$ cat src/rtl/sdw_pkg.sv
package sdw_pkg;
  typedef enum logic [2:0] {S_IDLE, S_REQ, S_ACT, S_WR, S_PRE} wr_state_e;
  // {cs_n, ras_n, cas_n, we_n}
  localparam logic [3:0] CMD_NOP = 4'b0111;
  localparam logic [3:0] CMD_ACT = 4'b0011;
  localparam logic [3:0] CMD_WR  = 4'b0100;
  localparam logic [3:0] CMD_PRE = 4'b0010;
endpackage

$ cat src/rtl/sdw_timer.sv
module sdw_timer #(
  parameter int W = 2
) (
  input  logic         clk_i,
  input  logic         rst_ni,
  input  logic         load_i,
  input  logic [W-1:0] val_i,
  output logic         zero_o
);
  logic [W-1:0] cnt_q;

  always_ff @(posedge clk_i or negedge rst_ni) begin
    if (!rst_ni)           cnt_q <= '0;
    else if (load_i)       cnt_q <= val_i;
    else if (cnt_q != '0)  cnt_q <= cnt_q - 1'b1;
  end

  assign zero_o = (cnt_q == '0);
endmodule

$ cat src/rtl/sdw_addr.sv
module sdw_addr #(
  parameter int ROW_W       = 12,
  parameter int COL_W       = 9,
  parameter int COLS        = 512,
  parameter int BURST       = 4,
  parameter int XFER_BURSTS = 256
) (
  input  logic             clk_i,
  input  logic             rst_ni,
  input  logic             clr_i,
  input  logic             step_i,
  output logic [ROW_W-1:0] row_o,
  output logic [COL_W-1:0] col_o,
  output logic             row_end_o,
  output logic             last_o
);
  localparam int XW = $clog2(XFER_BURSTS + 1);
  localparam logic [COL_W-1:0] COL_LAST = COL_W'(COLS - BURST);

  logic [ROW_W-1:0] row_q;
  logic [COL_W-1:0] col_q;
  logic [XW-1:0]    done_q;

  always_ff @(posedge clk_i or negedge rst_ni) begin
    if (!rst_ni) begin
      row_q  <= '0;
      col_q  <= '0;
      done_q <= '0;
    end else if (clr_i) begin
      row_q  <= '0;
      col_q  <= '0;
      done_q <= '0;
    end else if (step_i) begin
      done_q <= done_q + 1'b1;
      if (row_end_o) begin
        col_q <= '0;
        row_q <= row_q + 1'b1;
      end else begin
        col_q <= col_q + COL_W'(BURST);
      end
    end
  end

  assign row_o     = row_q;
  assign col_o     = col_q;
  assign row_end_o = (col_q == COL_LAST);
  assign last_o    = (done_q == XW'(XFER_BURSTS - 1));

  AST_ROW_WRAP: assert property (@(posedge clk_i) disable iff (!rst_ni)
    (step_i && row_end_o) |=> (col_o == '0 && row_o == $past(row_o) + ROW_W'(1)));
endmodule

$ cat src/rtl/sdram_burst_writer.sv
module sdram_burst_writer
  import sdw_pkg::*;
#(
  parameter int ROW_W       = 12,
  parameter int COL_W       = 9,   // must stay below 11 so bit 10 is free
  parameter int BANK_W      = 2,
  parameter int DQ_W        = 16,
  parameter int COLS        = 512,
  parameter int BURST       = 4,
  parameter int XFER_BURSTS = 256,
  parameter int T_RCD       = 2,
  parameter int T_RP        = 2,
  parameter int BANK_ID     = 0
) (
  input  logic              clk_i,
  input  logic              rst_ni,
  input  logic              wr_trig_i,
  input  logic              wr_en_i,
  input  logic              ref_req_i,
  input  logic [DQ_W-1:0]   wr_data_i,
  output logic              wr_req_o,
  output logic              flag_wr_o,
  output logic              flag_wr_end_o,
  output logic              wr_data_rd_o,
  output logic [3:0]        sd_cmd_o,
  output logic [BANK_W-1:0] sd_bank_o,
  output logic [ROW_W-1:0]  sd_addr_o,
  output logic [DQ_W-1:0]   sd_dq_o
);
  localparam int BC_W = $clog2(BURST);
  localparam int TMAX = (T_RCD > T_RP) ? T_RCD : T_RP;
  localparam int TW   = $clog2(TMAX + 1);

  wr_state_e        st_q, st_d;
  logic             busy_q, fresh_q;
  logic [BC_W-1:0]  bc_q;
  logic             tmr_zero, burst_last, last_burst, row_end;
  logic [ROW_W-1:0] row;
  logic [COL_W-1:0] col;

  assign burst_last = (st_q == S_WR) && (bc_q == BC_W'(BURST - 1));

  sdw_addr #(
    .ROW_W(ROW_W), .COL_W(COL_W), .COLS(COLS), .BURST(BURST), .XFER_BURSTS(XFER_BURSTS)
  ) u_addr (
    .clk_i    (clk_i),
    .rst_ni   (rst_ni),
    .clr_i    (st_q == S_IDLE && wr_trig_i),
    .step_i   (burst_last),
    .row_o    (row),
    .col_o    (col),
    .row_end_o(row_end),
    .last_o   (last_burst)
  );

  sdw_timer #(.W(TW)) u_tmr (
    .clk_i (clk_i),
    .rst_ni(rst_ni),
    .load_i(st_d != st_q),
    .val_i ((st_d == S_ACT) ? TW'(T_RCD - 1) : TW'(T_RP - 1)),
    .zero_o(tmr_zero)
  );

  always_comb begin
    st_d = st_q;
    unique case (st_q)
      S_IDLE: if (wr_trig_i) st_d = S_REQ;
      S_REQ:  if (wr_en_i)   st_d = S_ACT;
      S_ACT:  if (tmr_zero)  st_d = S_WR;
      S_WR:   if (burst_last && (last_burst || ref_req_i || row_end)) st_d = S_PRE;
      S_PRE:  if (tmr_zero) begin
                if (!busy_q)        st_d = S_IDLE;
                else if (ref_req_i) st_d = S_REQ;
                else                st_d = S_ACT;
              end
      default: st_d = S_IDLE;
    endcase
  end

  always_ff @(posedge clk_i or negedge rst_ni) begin
    if (!rst_ni) begin
      st_q    <= S_IDLE;
      busy_q  <= 1'b0;
      fresh_q <= 1'b0;
      bc_q    <= '0;
    end else begin
      st_q    <= st_d;
      fresh_q <= (st_d != st_q);
      bc_q    <= (st_q == S_WR) ? bc_q + 1'b1 : '0;
      if (st_q == S_IDLE && wr_trig_i)   busy_q <= 1'b1;
      else if (burst_last && last_burst) busy_q <= 1'b0;
    end
  end

  always_comb begin
    sd_cmd_o  = CMD_NOP;
    sd_addr_o = '0;
    if (st_q == S_ACT && fresh_q) begin
      sd_cmd_o  = CMD_ACT;
      sd_addr_o = row;
    end else if (st_q == S_WR && bc_q == '0) begin
      sd_cmd_o  = CMD_WR;
      sd_addr_o = ROW_W'(col);   // bit 10 low: no auto precharge
    end else if (st_q == S_PRE && fresh_q) begin
      sd_cmd_o      = CMD_PRE;
      sd_addr_o[10] = 1'b1;      // all banks
    end
  end

  assign wr_req_o      = (st_q == S_REQ);
  assign flag_wr_o     = busy_q;
  assign flag_wr_end_o = burst_last && !last_burst && ref_req_i;
  assign wr_data_rd_o  = (st_q == S_WR);
  assign sd_dq_o       = wr_data_rd_o ? wr_data_i : '0;
  assign sd_bank_o     = BANK_W'(BANK_ID);

  // cycles since last ACTIVE / PRECHARGE, saturating at the limit
  localparam int SA_W = $clog2(T_RCD + 1);
  localparam int SP_W = $clog2(T_RP + 1);
  logic [SA_W-1:0] since_act;
  logic [SP_W-1:0] since_pre;

  always_ff @(posedge clk_i or negedge rst_ni) begin
    if (!rst_ni) begin
      since_act <= '0;
      since_pre <= SP_W'(T_RP);
    end else begin
      if (sd_cmd_o == CMD_ACT)             since_act <= SA_W'(1);
      else if (since_act != SA_W'(T_RCD))  since_act <= since_act + 1'b1;
      if (sd_cmd_o == CMD_PRE)             since_pre <= SP_W'(1);
      else if (since_pre != SP_W'(T_RP))   since_pre <= since_pre + 1'b1;
    end
  end

  AST_RESET_NOP: assert property (@(posedge clk_i) disable iff (!rst_ni)
    $rose(flag_wr_o) |-> (sd_cmd_o == CMD_NOP));
  AST_REQ_WHEN_BUSY: assert property (@(posedge clk_i) disable iff (!rst_ni)
    wr_req_o |-> flag_wr_o);
  AST_WRITE_AFTER_RCD: assert property (@(posedge clk_i) disable iff (!rst_ni)
    (sd_cmd_o == CMD_WR) |-> (since_act == SA_W'(T_RCD)));
  AST_BEAT_AFTER_WRITE: assert property (@(posedge clk_i) disable iff (!rst_ni)
    (sd_cmd_o == CMD_WR) |=> wr_data_rd_o);
  AST_END_THEN_PRE: assert property (@(posedge clk_i) disable iff (!rst_ni)
    flag_wr_end_o |=> (sd_cmd_o == CMD_PRE));
  AST_DONE_PRE: assert property (@(posedge clk_i) disable iff (!rst_ni)
    $fell(flag_wr_o) |-> (sd_cmd_o == CMD_PRE));
  AST_PRE_ALL_BANKS: assert property (@(posedge clk_i) disable iff (!rst_ni)
    (sd_cmd_o == CMD_PRE) |-> sd_addr_o[10]);
  AST_ACT_AFTER_RP: assert property (@(posedge clk_i) disable iff (!rst_ni)
    (sd_cmd_o == CMD_ACT) |-> (since_pre == SP_W'(T_RP)));
endmodule

$ cat config.mk
export PLATFORM = sky130hd
export DESIGN_NAME = sdram_burst_writer
export DESIGN_NICKNAME = d
export VERILOG_FILES = /design/src/rtl/sdw_pkg.sv /design/src/rtl/sdw_timer.sv /design/src/rtl/sdw_addr.sv /design/src/rtl/sdram_burst_writer.sv
export SDC_FILE = /design/constraint.sdc
export NUM_CORES = 1
export LEC_CHECK = 0
export BUFFER_PORTS_ARGS = -buffer_cell sky130_fd_sc_hd__buf_2
export CAP_MARGIN = 15
export CORE_AREA = 2 2 71 80
export DETAILED_ROUTE_END_ITERATION = 10
export DIE_AREA = 0 0 73 82
export GPL_TIMING_DRIVEN = 1
export MAX_ROUTING_LAYER = met4
export PLACE_DENSITY_LB_ADDON = 0.12
export RECOVER_POWER = 25
export SYNTH_ARGS = -nofsm -noshare
export SYNTH_HDL_FRONTEND = slang
export SYNTH_SLANG_ARGS = --single-unit
export TNS_END_PERCENT = 10
$ cat constraint.sdc
create_clock -name clk_i -period 3.4 [get_ports clk_i]
set_clock_uncertainty 0.15 [all_clocks]
set_input_delay 0.68 -clock clk_i [delete_from_list [all_inputs] [get_ports clk_i]]
set_output_delay 0.68 -clock clk_i [all_outputs]
set_load 0.1 [all_outputs]
# ---- Word level (Yosys, flattened, before mapping)
# Cells that the tools add are included.
# Widths: inputs -> output; s select.
dict set report op_classes {
  add_sub_neg 5
  n_eq_ne 8
  muxes 29
  reduce_logical 21
}
# cell count
set op_table {}
lappend op_table {{$mux 9} 6}
lappend op_table {{$mux 12} 4}
lappend op_table {{$mux 3} 8}
lappend op_table {{$mux 16} 1}
lappend op_table {{$pmux 3 s5} 1}
lappend op_table {{$add 12x1->12 const B} 1}
lappend op_table {{$mux 2} 5}
lappend op_table {{$reduce_bool 2->1} 5}
lappend op_table {{$add 9x1->9 const B} 1}
lappend op_table {{$add 9x3->9 const B} 1}
lappend op_table {{$eq 9x8->1 const B} 1}
lappend op_table {{$eq 9x9->1 const B} 1}
lappend op_table {{$logic_and 1x1->1} 9}
lappend op_table {{$eq 3x2->1 const B} 2}
lappend op_table {{$logic_not 2->1} 2}
lappend op_table {{$mux 1} 4}
lappend op_table {{$eq 3x1->1 const B} 1}
lappend op_table {{$eq 3x3->1 const B} 1}
lappend op_table {{$logic_not 3->1} 1}
lappend op_table {{$ne 3x3->1} 1}
lappend op_table {{$add 2x1->2 const B} 1}
lappend op_table {{$eq 2x2->1 const B} 1}
lappend op_table {{$logic_or 1x1->1} 2}
lappend op_table {{$reduce_and 2->1} 1}
lappend op_table {{other kinds (2)} 2}
dict set report totals {
  register_bits 39
  input_bits 21
  out_inout_bits 38
}

# ---- Logic depth before layout (Yosys ltp)
dict set report depth {
  word_depth 8
  depth_mapped 7
  mapped_depth_nobuf 7
}

# ---- Hierarchy
# Synthesis repeated with hierarchy kept, for this count alone.
dict set report hier_totals {
  cells_unflattened 256
  area_unflattened_um2 2333.5
}
# mod n_inst cells_each area_each_um2 seq_area_each_um2
set modules_own_cells {}
lappend modules_own_cells {sdw_addr 1 152 1471.4 700.7}
lappend modules_own_cells {sdram_burst_writer 1 92 748.2 175.2}
lappend modules_own_cells {sdw_timer 1 12 113.9 50.0}

# ---- Worst setup path before layout
# No wires, ideal clock.
dict set report synth_timing {
  path_kind {register to output}
  startpoint {reg u_addr.done_q[3]}
  endpoint {out flag_wr_end_o}
  arrival_ns 3.190
  required_ns 2.570
  path_slack_ns -0.620
  stages_incl_launch_ff 5
  cell_sequence {dfrtp_1 -> and4_1 -> and4_1 -> ha_1 -> nor3b_1}
}
dict set report synth_between {
  elab_chain_len 4
}
# item line_no
set synth_rtl {}
lappend synth_rtl {{from (decl)} sdw_addr.sv:22} ;# logic [XW-1:0] done_q;
lappend synth_rtl {{from (signal assigned)} sdw_addr.sv:34} ;# done_q <= done_q + 1'b1;
lappend synth_rtl {{$eq 9x8->1} sdw_addr.sv:47} ;# assign last_o = (done_q == XW'(XFER_BURSTS - 1));
lappend synth_rtl {{$logic_not 1->1} sdram_burst_writer.sv:112} ;# assign flag_wr_end_o = burst_last && !last_burst && ref_req_i;
lappend synth_rtl {{$logic_and 1x1->1 (2 in a row)} sdram_burst_writer.sv:112}
lappend synth_rtl {{to (decl)} sdram_burst_writer.sv:23} ;# output logic flag_wr_end_o,
# Every way passes these cells.

# ---- Worst setup path in the final report
dict set report layout_timing {
  startpoint {reg st_q[1]}
  endpoint {out sd_addr_o[5]}
}
dict set report layout_between {
  elab_chain_len 4
}
# item line_no
set layout_rtl {}
lappend layout_rtl {{from (decl)} sdram_burst_writer.sv:34} ;# wr_state_e st_q, st_d;
lappend layout_rtl {{from (signal assigned)} sdram_burst_writer.sv:87} ;# st_q <= st_d;
lappend layout_rtl {{$eq 3x2->1} sdram_burst_writer.sv:101} ;# end else if (st_q == S_WR && bc_q == '0) begin
lappend layout_rtl {{$logic_and 1x1->1} sdram_burst_writer.sv:101}
lappend layout_rtl {{$mux 9} sdram_burst_writer.sv:101}
lappend layout_rtl {{$mux 12 (*)} sdram_burst_writer.sv:98} ;# if (st_q == S_ACT && fresh_q) begin
lappend layout_rtl {{to (decl)} sdram_burst_writer.sv:27} ;# output logic [ROW_W-1:0] sd_addr_o,
# Every way passes the cells marked *; elsewhere a longest branch is shown, timed or not.

==> flow_summary_export.csv <==
group,metric,value,unit
final_layout,drive_gt1_frac,0.244,
worst_setup_path,endpoint_kind,"output pin",
yosys,async_reset_ff_frac,1.00,
worst_setup_path,worstPathMaxFanout,14,
yosys,synth-seq-cells,37,
timing,finalSetupViolations,0,
timing,max_slew.worst_pin.slew,2.02,ns
global_routing,grt_pass1_vias,1835,
floorplanning,core,5220,um2
detailed_routing,drt-initial-drc-count,194,
yosys,synth_area,2280,um2
yosys,synth_most_common_cell,"dfrtp_1",
pwr,p_leak,1.29,nW
worst_setup_path,slowest_delay,0.57,ns
clock_network,post_cts_buffers,0,
timing,finalWorstSetupSlack,0.432,ns
global_routing,grt_pass1_wl,8.50,mm
timing,maxSlewViolCount,38,
worst_setup_path,cp_cell_sequence,"nor2b_1, and2_1, a22o_1, buf_2",
timing,finalCriticalPeriod,2.97,ns
timing,timing.final.crit_share,0.873,
clock_network,clock-root-buffer,"clkbuf_8",
clock_network,post_cts_resized,0,
yosys,synth_area_leaders,"dfrtp_1, and2_1, ha_1",
yosys,synthCells,257,
detailed_routing,drc_errors,0,
worst_setup_path,worstPathRequired,2.57,ns
pwr,p_per_area,847,nW/um2
final_layout,fin_nets,334,
worst_setup_path,critical_path_depth,4,
final_layout,diodes,0,
place,dp_slack,0.751,ns
place,port_buffers,55,
worst_setup_path,worst_path_max_delay_cell,"dfrtp_1",
worst_setup_path,start_kind,"flop",
clock_network,cts_buffers,5,
clock_network,holdBufCountCts,0,
floorplanning,rows,28,
status,violations,"max-capacitance violations, max-slew violations",
min_path,whs_path_depth,2,
place,dp_hpwl,3.78,mm
floorplanning,chipWidth,73,um
clock_network,clk_latency,0.28,ns
global_routing,grt_antenna_before_repair,0,
clock_network,cts-htree-levels,2,
place,placed_cells,359,
detailed_routing,detail-route-antenna-nets,0,
worst_setup_path,worst-setup-path-type,"flop to output pin",
worst_setup_path,crit_family,"simple AND/OR/NAND/NOR gates",
global_routing,grt_usage,0.188,
yosys,yosysWarnings,0,
place,gp_congestion,0.845,
yosys,synth_cell_types,48,
detailed_routing,routed_wl,5.13,mm
worst_setup_path,worstPathArrival,2.14,ns
yosys,synth_edf_count,0,
floorplanning,die-area,5990,um2
timing,fin_tns_setup,0,ns
timing,hold_slack,0.366,ns
global_routing,grt_overflow_total,0,
final_layout,area_delta_synth_final,16.7,%
final_layout,finalNonFillerCells,367,
yosys,ys_top_cells_by_count,"dfrtp_1, and2_1, nor2_1, o21ai_0, nand2_1",
floorplanning,start_util,0.436,
timing,hold_viol_final,0,
detailed_routing,vias,2019,
clock_network,cts.sinks,37,
yosys,seq_area_frac_synth,0.406,
yosys,syn_area_per_cell,8.87,um2
pwr,p_total,2.25,mW
run,max-cap-violations,1,
timing,clock.fmax,337,MHz
yosys,synth_ff_type,"dfrtp_1",
timing,slew_headroom,-0.349,
status,outcome,"finished, violations left",
pwr,vdd_drop_max,0.638,mV
worst_setup_path,cp_num_buf_inv,1,
detailed_routing,first_pass_iters,4,
clock_network,cts.clk_slew.worst_paths,0.07,ns
worst_setup_path,ff2ff_path_depth,5,
timing,rsz0062_at_grt,"false",
detailed_routing,wl_per_cell,14.0,um
detailed_routing,viasPerCell,5.50,
global_routing,grt_max_degree,38,
yosys,yosys.area.top_type_share,0.406,
floorplanning,ios,59,
clock_network,cts.path.max_buffers,2,
floorplanning,die_y,82,um
clock_network,cts_tree,"built",
yosys,synth_top_area_cell,"dfrtp_1",
min_path,hp-class,"flop to flop",
==> tightest hold or removal path, delay by kind of cell (launching register included) <==
kind	cells	cell delay, ns
AO/OA/AOI/OAI	1	0.10
flip-flops	1	0.32
buffers and inverters	1	0.05
==> state kept, by name, indices dropped and copies added, names as in the netlist <==
| signal | cells |
|---|---|
| bc_q | 2 |
| flag_wr_o | 1 |
| fresh_q | 1 |
| st_q | 3 |
| u_addr.col_o | 7 |
| u_addr.done_q | 9 |
| u_addr.row_o | 12 |
| u_tmr.cnt_q | 2 |
==> logic make-up after synthesis <==
group / count (synthesis) / synth area share
and+or+nand+nor: 115 / 0.291
AOI/OAI and AO/OA: 53 / 0.150
DFF: 37 / 0.406
buffers and inverters: 31 / 0.0615
xor gates and xnor gates: 12 / 0.0461
adders and majority gates: 7 / 0.0384
other: 1 / 0.00165
muxes: 1 / 0.00494
==> through the flow <==
step	utilization	cell area, um2
2_1_floorplan	-	2290
3_3_place_gp	0.494	2580
3_5_place_dp	0.494	2580
4_1_cts	0.510	2660
5_1_grt	0.510	2660
6_report	0.510	2660
==> report_power, final <==
part	switching, mW	internal [mW]	total (mW)
logic	1.05	0.261	1.31
registers	0.118	0.527	0.645
clock network	0.154	0.142	0.296
==> final timing paths <==
check                                 start  slack (ns)          endpoint
setup / recovery                    st_q[1]        0.43      sd_addr_o[5]
hold / removal             u_addr.done_q[8]        0.37  u_addr.done_q[8]
setup reg to reg                    st_q[2]        0.86  u_addr.row_o[11]
hold reg to reg            u_addr.done_q[8]        0.37  u_addr.done_q[8]
max in group asynchronous            rst_ni        1.12   u_addr.col_o[7]
min in group asynchronous            rst_ni        0.80   u_addr.row_o[6]
==> metal layers <==
metal,global-route usage,part of all wire
met1,0.238,0.46
met2,0.311,0.48
met3,0.0294,0.045
met4,0.0556,0.012
met5,-,0
==> cell type report <==
class | count | area, um2
inverters | 13 | 48.8
clock inverters | 2 | 10.0
clock buffers | 6 | 72.6
multi-input cells | 191 | 1230
repair buffers | 58 | 297
fillers | 519 | 2560
flip-flops and latches | 37 | 926
well taps | 60 | 75.1
==> placed cells by master, fill, tap and decap left out, types with 8 or more instances in the layout <==
cell,n
and3_1,9
a21oi_1,11
nor2_1,17
nand2_1,16
inv_1,13
nand3_1,14
a22o_1,8
dfrtp_1,37
o21ai_0,17
buf_2,54
and2_1,21
xor2_1,9
No activity file was read; power rests on OpenSTA's default activity.
